File: config.mk
export PLATFORM = sky130hd
export DESIGN_NAME = eep_cmd_decoder
export DESIGN_NICKNAME = d
export VERILOG_FILES = /design/src/rtl/eep_pkg.sv /design/src/rtl/eep_cmd_decoder.sv
export SDC_FILE = /design/constraint.sdc
export NUM_CORES = 1
export LEC_CHECK = 0
export CAP_MARGIN = 20
export CORE_ASPECT_RATIO = 0.7
export CORE_UTILIZATION = 30
export DETAILED_ROUTE_END_ITERATION = 8
export PLACE_DENSITY = 0.57
export SETUP_SLACK_MARGIN = 0.1
export SYNTH_ARGS = -nofsm -noshare
export SYNTH_HDL_FRONTEND = slang
export SYNTH_SLANG_ARGS = --single-unit
export TNS_END_PERCENT = 100
File: constraint.sdc
create_clock -name clk -period 2.6 [get_ports clk]
set_input_delay 0.65 -clock clk [delete_from_list [all_inputs] [get_ports clk]]
set_output_delay 0.65 -clock clk [all_outputs]
set_load 0.1 [all_outputs]
File: src/rtl/eep_pkg.sv
`timescale 1ns/1ps
// Shared types for the serial EEPROM model: decoder states, opcodes and
// array operation codes. Assumes 2-bit opcodes and 2-bit subcommands.
package eep_pkg;
    typedef enum logic [2:0] {
        ST_IDLE,
        ST_CMD,
        ST_DATA,
        ST_READ,
        ST_DONE
    } eep_state_e;

    localparam logic [1:0] OPC_SPECIAL = 2'b00;
    localparam logic [1:0] OPC_WRITE   = 2'b01;
    localparam logic [1:0] OPC_READ    = 2'b10;
    localparam logic [1:0] OPC_ERASE   = 2'b11;

    localparam logic [1:0] SUB_PROG_OFF = 2'b00;
    localparam logic [1:0] SUB_FILL_ALL = 2'b01;
    localparam logic [1:0] SUB_WIPE_ALL = 2'b10;
    localparam logic [1:0] SUB_PROG_ON  = 2'b11;

    typedef enum logic [1:0] {
        AOP_NONE,
        AOP_ONE,
        AOP_ALL
    } arr_op_e;
endpackage

File: src/rtl/eep_cmd_decoder.sv
`timescale 1ns/1ps
// Serial command decoder: start-bit hunt, opcode/address capture, data
// capture, read shift-out and the programming-enable latch.
// Assumes one serial-clock rise pulse per sampled rising edge.
module eep_cmd_decoder #(
    parameter int ADDR_W = 6,
    parameter int DATA_W = 16
) (
    input  logic                   clk,
    input  logic                   rst_n,
    input  logic                   sel,
    input  logic                   rise,
    input  logic                   sdi,
    input  logic [DATA_W-1:0]      rd_word,
    output logic [ADDR_W-1:0]      rd_addr,
    output eep_pkg::arr_op_e       arr_op,
    output logic [ADDR_W-1:0]      arr_addr,
    output logic [DATA_W-1:0]      arr_data,
    output eep_pkg::eep_state_e    state,
    output logic                   wen,
    output logic                   sdo
);
    import eep_pkg::*;

    localparam int CMD_W = 2 + ADDR_W;
    localparam int CNT_W = $clog2(DATA_W + CMD_W + 1);

    eep_state_e         st;
    logic [CNT_W-1:0]   cnt;
    logic [CMD_W-2:0]   cmd_sr;
    logic [DATA_W-2:0]  data_sr;
    logic [DATA_W-1:0]  rd_sr;
    logic [1:0]         op_q;
    logic [ADDR_W-1:0]  addr_q;

    logic [CMD_W-1:0]   cmd_now;
    logic [DATA_W-1:0]  data_now;
    logic [1:0]         op_now;
    logic [ADDR_W-1:0]  addr_now;
    logic [1:0]         sub_now;
    logic               cmd_last;
    logic               data_last;

    assign cmd_now   = {cmd_sr, sdi};
    assign data_now  = {data_sr, sdi};
    assign op_now    = cmd_now[CMD_W-1 -: 2];
    assign addr_now  = cmd_now[ADDR_W-1:0];
    assign sub_now   = addr_now[ADDR_W-1 -: 2];
    assign cmd_last  = (cnt == CNT_W'(CMD_W - 1));
    assign data_last = (cnt == CNT_W'(DATA_W - 1));
    assign rd_addr   = addr_now;

    // Derive this cycle's array operation from a completed command.
    always_comb begin
        arr_op   = AOP_NONE;
        arr_addr = addr_q;
        arr_data = data_now;
        if (sel && rise && wen) begin
            if (st == ST_CMD && cmd_last) begin
                arr_addr = addr_now;
                arr_data = '1;
                if (op_now == OPC_ERASE) arr_op = AOP_ONE;
                else if (op_now == OPC_SPECIAL && sub_now == SUB_WIPE_ALL) arr_op = AOP_ALL;
            end else if (st == ST_DATA && data_last) begin
                arr_op = (op_q == OPC_WRITE) ? AOP_ONE : AOP_ALL;
            end
        end
    end

    // Sequence the command phases and drive the serial output.
    always_ff @(posedge clk) begin
        if (!rst_n) begin
            st      <= ST_IDLE;
            cnt     <= '0;
            cmd_sr  <= '0;
            data_sr <= '0;
            rd_sr   <= '0;
            op_q    <= '0;
            addr_q  <= '0;
            wen     <= 1'b0;
            sdo     <= 1'b1;
        end else if (!sel) begin
            st  <= ST_IDLE;
            cnt <= '0;
            sdo <= 1'b1;
        end else if (rise) begin
            case (st)
                ST_IDLE: begin
                    cnt <= '0;
                    if (sdi) st <= ST_CMD;
                end
                ST_CMD: begin
                    cmd_sr <= cmd_now[CMD_W-2:0];
                    cnt    <= cnt + CNT_W'(1);
                    if (cmd_last) begin
                        cnt    <= '0;
                        op_q   <= op_now;
                        addr_q <= addr_now;
                        st     <= ST_DONE;
                        case (op_now)
                            OPC_READ: begin
                                rd_sr <= rd_word;
                                sdo   <= 1'b0;
                                st    <= ST_READ;
                            end
                            OPC_WRITE: st <= ST_DATA;
                            OPC_SPECIAL: begin
                                if (sub_now == SUB_PROG_ON)  wen <= 1'b1;
                                if (sub_now == SUB_PROG_OFF) wen <= 1'b0;
                                if (sub_now == SUB_FILL_ALL) st  <= ST_DATA;
                            end
                            default: ;
                        endcase
                    end
                end
                ST_DATA: begin
                    data_sr <= data_now[DATA_W-2:0];
                    cnt     <= cnt + CNT_W'(1);
                    if (data_last) st <= ST_DONE;
                end
                ST_READ: begin
                    if (cnt == CNT_W'(DATA_W)) begin
                        sdo <= 1'b1;
                        st  <= ST_DONE;
                    end else begin
                        sdo   <= rd_sr[DATA_W-1];
                        rd_sr <= rd_sr << 1;
                        cnt   <= cnt + CNT_W'(1);
                    end
                end
                default: ;
            endcase
        end
    end

    assign state = st;
endmodule

==> qor.yml <==
drc: 0
ys_ff_latch: 56
cp_num_cells: 7
clk_path_buf_depth: 2
power_uw: 1660
synth_top_area_cell: "dfxtp_1"
layout.nets: 430
synth-seq-area-share_pct: 38.7
clock_latency_ps: 300
synth_area_leaders: "dfxtp_1 39%, nand2_1 12%, a21boi_0 7.0%, o211a_1 5.2%, nand2b_1 3.9%"
synth_top_area_share_pct: 38.7
synthDistinctLibCells: 43
wl_per_cell_um: 13.8
dp_hpwl_mm: 4.92
maxCapViolCount: 0
synth_nets: 377
async_reset_ff_share_pct: 0
area_delta_synth_final_pct: 44.9
rsz0062_at_grt: "true"
synth_area_sq_um: 2900
cp.arrival_ps: 1840
antenna_cells: 0
avgSynthCellArea_sq_um: 8.29
routed_wl_mm: 7.31
placement.io_buffers: 55
core_area_sq_um: 9220
hold_slack_ps: 467
cts_tree: "yes"
ir_drop_mv: 0.221
r2r_slack_ps: 460
worstMarginPinSlew_ps: 656
dp_cells: 511
r2r_cells: 5
synth_edf_count: 0
top_usage_layer: "met1"
row_count: 29
dieArea_sq_um: 10100
layout_commonest_cell: "nand2_1"
final_cell_mix: "89 x nand2_1, 50 x dfxtp_1, 32 x buf_4"
timing_hold_violations_final: 0
path_cells: "ha_4 > and3_4 > ha_4 > and3_4 > nand3b_1 > a21oi_4 > buf_12"
crit_fanout: 5
use_met3_pct: 3.94
hold_path_class: "reg2reg"
grt_pass1_wl_mm: 12.1
die_w_um: 120
met2_usage_pct: 21.2
grt_pass1_vias: 2349
drt_first_pass_iters: 4
outcome: "finished, final reports clean"
cts_max_level: 2
report.final.setup_viol: 0
die_h_um: 84.3
ios: 56
cp.required_ps: 1950
antenna_found_initial: 0
synthCells: 350
path_clk_slew_ps: 70
fin_tns_setup_ps: 0
track_usage_pct: 14.9
startpoint: "cnt[1]"
cp_slowest_cell: "dfxtp_4"
worst_clock_skew_ps: 8.14
yosysWarnings: 0
grt_max_degree: 50
initial_utilization_pct: 31.5
p_leak_uw: 0.00174
period_minus_slack_ps: 2490
drt_iter0_markers: 128
r2r_end: "cnt[3]"
synthFlopType: "dfxtp_1"
cts.sinks: 56
crit_family: "simple AND/OR/NAND/NOR gates"
fmax_mhz: 401
place_congestion: 0.804
grtUsageMet1_pct: 22.3
crit_type: "reg2out"
slew_viol_final: 0
layout.cells.non_filler: 528
worstReg2RegStart: "state[2]"
cts-buffers-inserted: 5
crit_path_end: "arr_op[0]"
drive_gt1_share_pct: 28.0
endpoint_kind: "output pin"
cts_root_buf: "clkbuf_16"
postRouteAntennaNets: 0
slowest_delay_ps: 370
worst-path-buf-inv: 1
relSlewSlack_pct: 56.3
timing.final.crit_share_pct: 95.9
vias_per_cell: 4.88
p_per_area_nw_per_um2: 394
startpoint_type: "register"
gr-total-overflow: 0
vias: 2578
-- worst register-to-register path, cell delays in order (launching register included) --
cell,delay [ps]
dfxtp_4,370
buf_4,160
and3b_1,410
a211oi_1,550
nand2_1,210
o41ai_1,340
-- flip-flops by register name, summed over array words and instances (netlist names) --
signal / cells
op_q: 2
cmd_sr: 7
cnt: 5
sdo: 1
rd_sr: 16
wen: 1
addr_q: 6
state: 3
data_sr: 15
-- per-layer routing --
layer  up-vias  wire length (um)
met5         -                 0
met4         0                69
met3         7               311
met2        44              3130
met1      1217              3790
li1       1310                 -
-- how the worst min path moves through the flow --
| stage | start | end | slack, ps | cells past startpoint |
|---|---|---|---|---|
| finish | addr_q[5] | addr_q[5] | 470 | 2 |
| global route | rd_sr[0] | rd_sr[0] | 480 | 2 |
| CTS | rd_sr[0] | rd_sr[0] | 470 | 2 |
| detailed placement | addr_q[5] | addr_q[5] | 460 | 2 |
| global placement | rd_sr[0] | rd_sr[0] | 450 | 2 |
| floorplan | rd_sr[0] | rd_sr[0] | 440 | 2 |
-- cell type report --
| cell class | instances | area, sq um |
|---|---|---|
| clock buffer | 6 | 129 |
| clock inverter | 2 | 16.3 |
| tap | 124 | 155 |
| multi-input combinational | 253 | 1780 |
| fill | 906 | 5010 |
| timing repair buffer | 78 | 946 |
| inverter | 9 | 33.8 |
| sequential | 56 | 1140 |
-- synth_stat cells (2+ instances only) --
| cell type | number |
|---|---|
| nand2_1 | 90 |
| dfxtp_1 | 56 |
| a21boi_0 | 27 |
| nand2b_1 | 18 |
| clkbuf_1 | 17 |
| nand4_1 | 17 |
| o211a_1 | 15 |
| nand3_1 | 12 |
| inv_1 | 9 |
| buf_4 | 8 |
| mux2_2 | 8 |
| nor2_1 | 7 |
| ha_1 | 6 |
| and3_1 | 5 |
| buf_2 | 5 |
| mux2i_1 | 5 |
| o21ai_0 | 5 |
| a21oi_1 | 4 |
| and2_1 | 4 |
| a211oi_1 | 3 |
| nor2b_1 | 3 |
| and4bb_2 | 2 |
| nand3b_1 | 2 |
| nor3_1 | 2 |
| o31ai_1 | 2 |
-- power breakdown --
group	leakage (uW)	switching [uW]	internal (uW)
clock network	0.0000671	321	360
registers	0.000455	1.58	853
logic	0.00122	64.8	56.6
-- cell families after synthesis --
family | count (synthesis) | synth area share [%]
fa+ha+maj | 6 | 2.59
buf+inv | 41 | 6.82
mux | 13 | 4.83
flops | 56 | 38.7
compound gates | 66 | 18.6
simple gates | 168 | 28.5
-- per-stage QoR --
stage               util, %  worst slack, ps  cell area [sq um]
floorplan                 -             89.5               3090
global placement       42.7             -271               3940
detailed placement     42.7             -305               3940
CTS                    44.8              111               4130
global route           45.6             49.6               4200
finish                 45.6              106               4200
-- timing repair --
action / 4_1_cts / 5_1_grt
pin swaps: 3 / 4
hold buffers: 0 / 0
gates resized for setup: 22 / 3
setup endpoints to repair: 24 / 24
buffers inserted: 2 / 7
(Power assumes the default switching activity.)
